--- src/rtl/csr_bank_pkg.sv ---
package csr_bank_pkg;
  localparam int DATA_W   = 16;
  localparam int CODE_W   = 6;
  localparam int FIELD_W  = DATA_W - CODE_W;
  localparam int ADDR_W   = 12;
  localparam int NUM_STAT = 3;
  localparam int NUM_CNT  = 3;
  localparam int CNT_W    = FIELD_W;

  typedef logic [ADDR_W-1:0]  addr_t;
  typedef logic [DATA_W-1:0]  word_t;
  typedef logic [FIELD_W-1:0] field_t;
  typedef logic [CODE_W-1:0]  code_t;
  typedef logic [CNT_W-1:0]   cnt_t;

  localparam addr_t A_CTRL_BASE = 12'h102;
  localparam addr_t A_CMD_RD    = 12'h108;
  localparam addr_t A_ISQ       = 12'h120;
  localparam addr_t A_CMD_WR    = 12'h144;
  localparam code_t C_CMD       = 6'h09;

  function automatic addr_t ctrl_addr(int i);
    return A_CTRL_BASE + addr_t'(2 * i);
  endfunction

  function automatic code_t ctrl_code(int i);
    return code_t'(2 * i + 3);
  endfunction

  function automatic addr_t stat_addr(int i);
    case (i)
      0:       return 12'h124;
      1:       return 12'h128;
      default: return 12'h134;
    endcase
  endfunction

  function automatic code_t stat_code(int i);
    case (i)
      0:       return 6'h04;
      1:       return 6'h08;
      default: return 6'h14;
    endcase
  endfunction

  function automatic addr_t cnt_addr(int i);
    case (i)
      0:       return 12'h130;
      1:       return 12'h132;
      default: return 12'h13C;
    endcase
  endfunction

  function automatic code_t cnt_code(int i);
    case (i)
      0:       return 6'h10;
      1:       return 6'h12;
      default: return 6'h1C;
    endcase
  endfunction

  // identity code in the low bits, payload above it
  function automatic word_t pack_word(code_t c, field_t f);
    return {f, c};
  endfunction

  // a clear wins over the old count; a coincident increment still lands
  function automatic cnt_t cnt_next(cnt_t cur, logic inc, logic clr);
    if (clr) return {{(CNT_W-1){1'b0}}, inc};
    return cur + {{(CNT_W-1){1'b0}}, inc};
  endfunction

  function automatic logic is_ctrl_read(addr_t a, int n);
    logic hit;
    hit = (a == A_CMD_RD);
    for (int i = 0; i < n; i++) hit = hit | (a == ctrl_addr(i));
    return hit;
  endfunction
endpackage

--- src/rtl/csr_event_counter.sv ---
module csr_event_counter
  import csr_bank_pkg::*;
(
  input  logic clk,
  input  logic rst,
  input  logic inc,
  input  logic clr,
  output cnt_t count,
  output logic wrap
);
  localparam cnt_t TOP = '1;

  logic at_top;
  assign at_top = (count == TOP);

  always_ff @(posedge clk) begin
    if (rst) begin
      count <= '0;
      wrap  <= 1'b0;
    end else begin
      count <= cnt_next(count, inc, clr);
      wrap  <= inc & ~clr & at_top;
    end
  end

  // plain increment
  p_step_r8: assert property (@(posedge clk) disable iff (rst)
    (inc && !clr && !at_top) |=> count == $past(count) + 1'b1);
  // read clears, coincident increment survives
  p_clr_r9: assert property (@(posedge clk) disable iff (rst)
    clr |=> count == {{(CNT_W-1){1'b0}}, $past(inc)});
  // wrap pulse only with a zero count, one cycle wide
  p_wrap_zero_r10: assert property (@(posedge clk) disable iff (rst)
    wrap |-> count == '0);
  p_wrap_once_r10: assert property (@(posedge clk) disable iff (rst)
    wrap |=> !wrap);
endmodule

--- src/rtl/csr_ctrl_file.sv ---
module csr_ctrl_file
  import csr_bank_pkg::*;
#(
  parameter int NUM_CTRL = 3
) (
  input  logic                             clk,
  input  logic                             rst,
  input  logic                             wr,
  input  addr_t                            addr,
  input  field_t                           wfield,
  output logic [NUM_CTRL-1:0][FIELD_W-1:0] ctrl_q,
  output field_t                           cmd_q
);
  logic [NUM_CTRL-1:0] ctrl_hit;
  logic                cmd_hit;

  always_comb begin
    for (int i = 0; i < NUM_CTRL; i++) ctrl_hit[i] = wr && (addr == ctrl_addr(i));
  end
  assign cmd_hit = wr && (addr == A_CMD_WR);

  always_ff @(posedge clk) begin
    if (rst) begin
      ctrl_q <= '0;
      cmd_q  <= '0;
    end else begin
      for (int i = 0; i < NUM_CTRL; i++)
        if (ctrl_hit[i]) ctrl_q[i] <= wfield;
      if (cmd_hit) cmd_q <= wfield;
    end
  end

  // no write, no change
  p_hold_r2: assert property (@(posedge clk) disable iff (rst)
    !wr |=> ($stable(ctrl_q) && $stable(cmd_q)));
  // command write lands in the readable copy
  p_cmd_r4: assert property (@(posedge clk) disable iff (rst)
    (wr && addr == A_CMD_WR) |=> cmd_q == $past(wfield));
  // the read-only mirror offset does not accept writes
  p_cmd_ro_r4: assert property (@(posedge clk) disable iff (rst)
    (wr && addr == A_CMD_RD) |=> $stable(cmd_q));
endmodule

--- src/rtl/csr_read_mux.sv ---
module csr_read_mux
  import csr_bank_pkg::*;
#(
  parameter int NUM_CTRL = 3
) (
  input  addr_t                             addr,
  input  logic [NUM_CTRL-1:0][FIELD_W-1:0]  ctrl_q,
  input  field_t                            cmd_q,
  input  logic [NUM_STAT-1:0][FIELD_W-1:0]  stat_flags,
  input  logic [NUM_CNT-1:0][CNT_W-1:0]     cnt_val,
  output word_t                             rword
);
  word_t isq_word;

  // lowest index with any flag set wins
  always_comb begin
    isq_word = '0;
    for (int i = NUM_STAT - 1; i >= 0; i--)
      if (|stat_flags[i]) isq_word = pack_word(stat_code(i), stat_flags[i]);
  end

  always_comb begin
    rword = '0;
    for (int i = 0; i < NUM_CTRL; i++)
      if (addr == ctrl_addr(i)) rword = pack_word(ctrl_code(i), ctrl_q[i]);
    if (addr == A_CMD_RD) rword = pack_word(C_CMD, cmd_q);
    for (int i = 0; i < NUM_STAT; i++)
      if (addr == stat_addr(i)) rword = pack_word(stat_code(i), stat_flags[i]);
    for (int i = 0; i < NUM_CNT; i++)
      if (addr == cnt_addr(i)) rword = pack_word(cnt_code(i), cnt_val[i]);
    if (addr == A_ISQ) rword = isq_word;
  end
endmodule

--- src/rtl/netctl_csr_bank.sv ---
module netctl_csr_bank
  import csr_bank_pkg::*;
#(
  parameter int NUM_CTRL = 3
) (
  input  logic                          clk,
  input  logic                          rst,
  input  logic [ADDR_W-1:0]             host_addr,
  input  logic                          host_wr,
  input  logic [DATA_W-1:0]             host_wdata,
  input  logic                          host_rd,
  output logic [DATA_W-1:0]             host_rdata,
  output logic                          host_rvalid,
  input  logic [FIELD_W-1:0]            stat_rx_flags,
  input  logic [FIELD_W-1:0]            stat_tx_flags,
  input  logic [FIELD_W-1:0]            stat_line_flags,
  input  logic                          ev_rx_miss,
  input  logic                          ev_tx_col,
  input  logic                          ev_tdr_tick,
  output logic [NUM_CTRL*FIELD_W-1:0]   ctrl_fields,
  output logic [FIELD_W-1:0]            tx_cmd_field,
  output logic [NUM_CNT-1:0]            cnt_wrap
);
  logic [NUM_CTRL-1:0][FIELD_W-1:0] ctrl_q;
  field_t                           cmd_q;
  logic [NUM_STAT-1:0][FIELD_W-1:0] stat_flags;
  logic [NUM_CNT-1:0]               cnt_inc;
  logic [NUM_CNT-1:0]               cnt_clr;
  logic [NUM_CNT-1:0][CNT_W-1:0]    cnt_val;
  word_t                            rd_word;
  logic                             rd_is_ctrl;
  logic                             wdata_code_unused;

  assign stat_flags        = {stat_line_flags, stat_tx_flags, stat_rx_flags};
  assign cnt_inc           = {ev_tdr_tick, ev_tx_col, ev_rx_miss};
  assign rd_is_ctrl        = is_ctrl_read(host_addr, NUM_CTRL);
  assign wdata_code_unused = ^host_wdata[CODE_W-1:0];

  csr_ctrl_file #(.NUM_CTRL(NUM_CTRL)) u_ctrl (
    .clk    (clk),
    .rst    (rst),
    .wr     (host_wr),
    .addr   (host_addr),
    .wfield (host_wdata[DATA_W-1:CODE_W]),
    .ctrl_q (ctrl_q),
    .cmd_q  (cmd_q)
  );

  for (genvar g = 0; g < NUM_CNT; g++) begin : g_cnt
    assign cnt_clr[g] = host_rd && (host_addr == cnt_addr(g));
    csr_event_counter u_cnt (
      .clk   (clk),
      .rst   (rst),
      .inc   (cnt_inc[g]),
      .clr   (cnt_clr[g]),
      .count (cnt_val[g]),
      .wrap  (cnt_wrap[g])
    );
  end

  csr_read_mux #(.NUM_CTRL(NUM_CTRL)) u_mux (
    .addr       (host_addr),
    .ctrl_q     (ctrl_q),
    .cmd_q      (cmd_q),
    .stat_flags (stat_flags),
    .cnt_val    (cnt_val),
    .rword      (rd_word)
  );

  always_ff @(posedge clk) begin
    if (rst) begin
      host_rdata  <= '0;
      host_rvalid <= 1'b0;
    end else begin
      host_rdata  <= host_rd ? rd_word : '0;
      host_rvalid <= host_rd;
    end
  end

  assign ctrl_fields  = ctrl_q;
  assign tx_cmd_field = cmd_q;

  // read response timing
  p_rvalid_r11: assert property (@(posedge clk) disable iff (rst)
    host_rd |=> host_rvalid);
  p_no_spurious_r11: assert property (@(posedge clk) disable iff (rst)
    !host_rd |=> !host_rvalid);
  p_idle_zero_r11: assert property (@(posedge clk) disable iff (rst)
    !host_rvalid |-> host_rdata == '0);
  // code parity follows the register kind
  p_parity_r3: assert property (@(posedge clk) disable iff (rst)
    (host_rvalid && host_rdata != '0) |-> host_rdata[0] == $past(rd_is_ctrl));
  // the write-only command offset reads as zero
  p_cmd_wo_r5: assert property (@(posedge clk) disable iff (rst)
    (host_rvalid && $past(host_addr) == A_CMD_WR) |-> host_rdata == '0);
endmodule

--- config.mk ---
export PLATFORM = sky130hd
export DESIGN_NAME = netctl_csr_bank
export DESIGN_NICKNAME = d
export VERILOG_FILES = /design/src/rtl/csr_bank_pkg.sv /design/src/rtl/csr_event_counter.sv /design/src/rtl/csr_ctrl_file.sv /design/src/rtl/csr_read_mux.sv /design/src/rtl/netctl_csr_bank.sv
export SDC_FILE = /design/constraint.sdc
export NUM_CORES = 1
export LEC_CHECK = 0
export ABC_CLOCK_PERIOD_IN_PS = 5600
export CORE_MARGIN = 5
export CORE_UTILIZATION = 54
export CTS_CLUSTER_SIZE = 28
export DETAILED_ROUTE_END_ITERATION = 10
export GPL_TIMING_DRIVEN = 0
export PLACE_DENSITY = 0.86
export SLEW_MARGIN = 0
export SYNTH_ARGS = -nofsm -noshare
export SYNTH_HDL_FRONTEND = slang
export SYNTH_HIERARCHICAL = 1
export SYNTH_SLANG_ARGS = --single-unit
--- constraint.sdc ---
create_clock -name clk -period 5.6 [get_ports clk]
set_input_delay 1.4 -clock clk [delete_from_list [all_inputs] [get_ports clk]]
set_output_delay 1.4 -clock clk [all_outputs]
set_load 0.005 [all_outputs]
# Word level (Yosys, flattened, before mapping)
# Index checks and enable logic that the tools add are counted.
# totals
ff_bits	90
in_bits	65
out_inout_bits	60
wordCells	77
# op_classes
add_sub_neg	3
n_eq_ne	15
muxes	26
bitwise_logic	10
n_reduce_logical	11
# ops
op	count
$mux W16	14
$eq A12 B9 Y1 const B	12
$mux W10	6
$add A10 B1 Y10	3
$eq A10 B10 Y1 const B	3
$reduce_or A10 Y1	3
$logic_and A1 B1 Y1	7
$and A1 B1 Y1	6
$mux W1	6
$not A1 Y1	4
$reduce_or A2 Y1	1

# Depth between registers and ports, before layout
# depth
ltp_word	12
mapped_depth	9
depth_no_buf	7

# Modules after synthesis
# Netlist, hierarchy kept.
# by_module_without_submodules
mod	instances	cells_per_inst	area_each_um2	seq_area_each_um2
csr_ctrl_file	1	148	1692.9	800.8
csr_read_mux	1	264	1554.0	0.0
csr_event_counter	3	51	475.5	220.2
netctl_csr_bank	1	44	523.0	340.3

# Worst setup path before layout
# Ideal clock, no wire load.
# synth_path
path_type	in2reg
from	input host_addr[9]
to	register host_rdata[12]
setup_ns	0.059
arrival_time_ns	2.962
required_ns	5.541
setup_slack_ns	2.578
stages	7
n_path_buf	2
path_cell_list	or4b_1 or3_1 clkbuf_1 buf_2 o22a_1 o21ai_0 and2_1
# synth_via
elab_chain_cells	12
elab_cells_between_ends	22
classes_between	eq/ne: 11; mux: 11
# synth_lines
item	line	rtl
from (decl)	netctl_csr_bank.sv:8	input logic [ADDR_W-1:0] host_addr,
$eq A12 B9 Y1	csr_read_mux.sv:25	if (addr == ctrl_addr(i)) rword = pack_word(ctrl_code(i), ctrl_q[i]);
$mux W16 (3 in series)	csr_read_mux.sv:25	
$mux W16	csr_read_mux.sv:26	if (addr == A_CMD_RD) rword = pack_word(C_CMD, cmd_q);
$mux W16 (3 in series)	csr_read_mux.sv:28	if (addr == stat_addr(i)) rword = pack_word(stat_code(i), stat_flags[i]);
$mux W16 (3 in series)	csr_read_mux.sv:30	if (addr == cnt_addr(i)) rword = pack_word(cnt_code(i), cnt_val[i]);
$mux W16 (*)	csr_read_mux.sv:31	if (addr == A_ISQ) rword = isq_word;
named net rd_word[12]	netctl_csr_bank.sv:30	word_t rd_word;
to (signal assigned)	netctl_csr_bank.sv:75	host_rdata <= host_rd ? rd_word : '0;
to (decl)	netctl_csr_bank.sv:12	output logic [DATA_W-1:0] host_rdata,
# The timed path passes the listed nets; every way through them passes the cells marked *.
# A chain may end at the register's enable or synchronous reset.

# Worst setup path in the final report
# layout_path
from	input host_addr[7]
to	register g_cnt[1].u_cnt.wrap
# layout_via
elab_chain_cells	5
# layout_lines
item	line	rtl
$eq A12 B9 Y1	netctl_csr_bank.sv:50	assign cnt_clr[g] = host_rd && (host_addr == cnt_addr(g));
$logic_and A1 B1 Y1	netctl_csr_bank.sv:50	
named net cnt_clr[1]	netctl_csr_bank.sv:28	logic [NUM_CNT-1:0] cnt_clr;
$not A1 Y1	csr_event_counter.sv:22	wrap <= inc & ~clr & at_top;
$and A1 B1 Y1 (2 in series)	csr_event_counter.sv:22	
to (signal assigned)	csr_event_counter.sv:22	
to (decl)	csr_event_counter.sv:9	output logic wrap
# The timed path passes the listed nets, and every way through them passes these cells.

==> flow_summary.yaml <==
timing:
  fin_crit_sh: 0.729
  final.setup_skew_ns: 0.00678
  drv_slew: 0
  rsz0062_at_grt: "false"
  hold_slack_ns: 0.499
  setup_tns_ns: 0
  timing.fmax_mhz: 245
  setup_violations: 0
  slew_headroom: 0.133
  finalHoldViolations: 0
  tightest_slew_ns: 1.29
  period_minus_slack_ns: 4.08
yosys:
  syn_inst: 609
  synth_seq_cells: 90
  ys_seq_area_frac: 0.347
  netlist_area_um2: 5200
  avgSynthCellArea_um2: 8.53
  yosys_warnings: 6
  synth_ff_type: "dfxtp_1"
  synth_nets: 680
  yosys-top-cells-area: "dfxtp_1, mux2i_1, nand2b_1, a21oi_1, nor2_1"
  yosys.area.top_type: "dfxtp_1"
  synth_edf_count: 0
  async_reset_ff_frac: 0
  synth_cell_types: 61
  synth_top_area_share: 0.347
worst_setup_path:
  endpoint_kind: "register"
  timing.rr.start: "g_cnt[1].u_cnt/count[4]"
  reg2reg_to: "host_rdata[10]"
  worstPathMaxFanout: 9
  crit_required_ns: 5.84
  reg2regPathDepth: 6
  critPathKind: "in2reg"
  crit_arrival_ns: 4.32
  reg2reg_slack_ns: 3.91
  start_kind: "input pin"
route:
  vias_per_cell: 6.24
  firstDrtPassIters: 7
  initialDrtViolationCount: 577
  vias: 5438
  drc: 0
  wire_per_inst_um: 20.2
  totalWireLength_mm: 17.6
  drt.antenna.violating_nets: 0
place:
  dp_hpwl_mm: 13.6
  gp_congestion: 0.984
  dp.cells: 856
  io_buffers: 118
power_and_ir_drop:
  p_int_uw: 1040
  p_sw_uw: 313
  p_per_area_nw_per_um2: 199
  comb_power_share: 0.116
  p_leak_uw: 0.00244
  swShare: 0.231
  clkPwrFrac: 0.404
  peakVddDrop_mv: 0.203
  seqPwrFrac: 0.481
die:
  die_area_um2: 11700
  num_rows: 35
  start_util: 0.557
  die_w_um: 108
  fp.dieH_um: 108
  ios: 125
  core-area_um2: 9330
grt:
  grt_pass1_wl_mm: 27.4
  grt_usage: 0.301
  grt_start_max_net_pins: 19
  grt_overflow: 0
  antenna_found_initial: 0
  grt_pass1_vias: 5231
finish:
  drive_gt1_frac: 0.0700
  fillCellCount: 759
  final_cell_count_no_fill: 872
  antennaDiodeCount: 0
  area_growth_pct: 30.7
  finalNetCount: 809
  multi_input_area_um2: 3190
  seqCellArea_um2: 1800
cts:
  cts.sinks: 90
  postCtsSetupRepairBufs: 0
  clk_pin_slew_ns: 0.09
  cts.hold.buffers_added: 0
  cts-root-buf: "clkbuf_8"
  clkLatencyLatePin_ns: 0.36
  cts_tree: "built"
  post_cts_resized: 0
  cts_inserted_buffers: 9
  h-tree-depth: 3
  clock_path_buffers: 2
hold_path:
  hold_class: "reg2reg"
  whs_path_depth: 2
  min_from: "u_ctrl/cmd_q[8]"
  min_to: "u_ctrl/cmd_q[8]"
run:
  cap_viol_max_count: 0
status:
  outcome: "finished, final reports clean"
## cell usage in the layout (no fill, tap or decap), drive strengths merged, types with 3 or more instances in the layout
cell	count
nor4	11
mux2i	45
o21ai	36
nor2	45
a22oi	10
a2bb2oi	9
o221a	6
o211ai	3
clkbuf	34
bufinv	3
inv	8
dfxtp	90
a21oi	53
or4	11
clkdlybuf4s50	118
buf	13
o32ai	3
ha	6
or3	12
nor3	13
o31ai	10
xnor2	3
xor2	7
a21o	4
or4b	3
or2	5
nand4	14
o21a	15
nand2	21
o22a	9
a31oi	3
o22ai	7
nand3	13
nand2b	55
and2	20
nor2b	5
## Yosys cell counts, drive strengths merged, types with 4 or more instances
| cell type | n |
|---|---|
| o22a | 9 |
| or3 | 12 |
| nor2b | 5 |
| xor2 | 7 |
| dfxtp | 90 |
| and2 | 20 |
| nor2 | 45 |
| a2bb2oi | 9 |
| clkbuf | 22 |
| o31ai | 10 |
| or2 | 5 |
| mux2i | 45 |
| nor3 | 13 |
| a21o | 4 |
| o21a | 15 |
| a22oi | 10 |
| o21ai | 36 |
| nand4 | 14 |
| o221a | 6 |
| nand3 | 13 |
| or4 | 11 |
| a21oi | 53 |
| o22ai | 7 |
| inv | 8 |
| nand2 | 21 |
| nand2b | 55 |
| ha | 6 |
| buf | 13 |
| nor4 | 11 |
## routing by layer
layer	share of wire	vias up	track usage	routed length, µm
li1	-	2514	-	-
met1	0.41	2569	0.396	7190
met2	0.48	311	0.496	8410
met3	0.093	44	0.0704	1630
met4	0.020	0	0.0784	360
met5	0	-	0	0
## cells by family (layout without fill, tap and decap cells)
group,count (synthesis),in the layout,synth area share
compound gates,174,174,0.218
xor+xnor,10,10,0.0169
fa+ha+maj,6,6,0.0144
buf+inv,43,177,0.0388
flops,90,90,0.347
mux,45,45,0.0867
other cells,1,1,0.000722
simple gates,240,240,0.278
## sequential cells by signal (all words and copies together), names as in the netlist
name,flops
g_cnt.u_cnt/wrap,3
g_cnt.u_cnt/count,30
host_rvalid,1
u_ctrl/ctrl_q,30
u_ctrl/cmd_q,10
host_rdata,16
## metrics by stage
step / utilization / power, µW / instance area [µm²] / worst slack (ns)
4_1_cts: 0.728 / 1350 / 6790 / 1.63
3_5_place_dp: 0.701 / 818 / 6540 / 1.24
3_3_place_gp: 0.701 / 814 / 6540 / 1.25
6_report: 0.728 / 1350 / 6790 / 1.52
2_1_floorplan: - / 734 / 5200 / 2.58
5_1_grt: 0.728 / 1400 / 6790 / 1.46
## worst max-delay path: stages
cell	delay [ns]
clkdlybuf4s50_1	0.62
or4b_4	0.64
nor4_1	1.04
or2_2	0.25
clkbuf_1	0.27
nor4_1	0.10
## worst max path at each step
stage | from | end | slack (ns)
6_report | host_addr[7] | g_cnt[1].u_cnt/wrap | 1.52
5_1_grt | host_addr[1] | host_rdata[6] | 1.46
4_1_cts | host_addr[7] | g_cnt[1].u_cnt/wrap | 1.63
3_5_place_dp | host_addr[7] | g_cnt[1].u_cnt/wrap | 1.24
3_3_place_gp | host_addr[7] | g_cnt[1].u_cnt/wrap | 1.25
2_1_floorplan | host_addr[9] | host_rdata[12] | 2.58
## power by group through the flow
stage	combinational (µW)	sequential [µW]	clock, µW
after detailed placement	152	666	0
final	156	651	547
after global placement	149	665	0
after CTS	153	651	551
after global routing	167	652	578
after floorplan	69.8	664	0
## final cells by class
cell class / count / share of cell area
buffer: 35 / 0.0252
clock buffer: 12 / 0.0228
clock inverter: 4 / 0.0144
inverter: 8 / 0.00442
multi-input combinational: 476 / 0.470
sequential: 90 / 0.265
tap: 129 / 0.0238
timing repair buffer: 118 / 0.174
(Power assumes the default switching activity.)
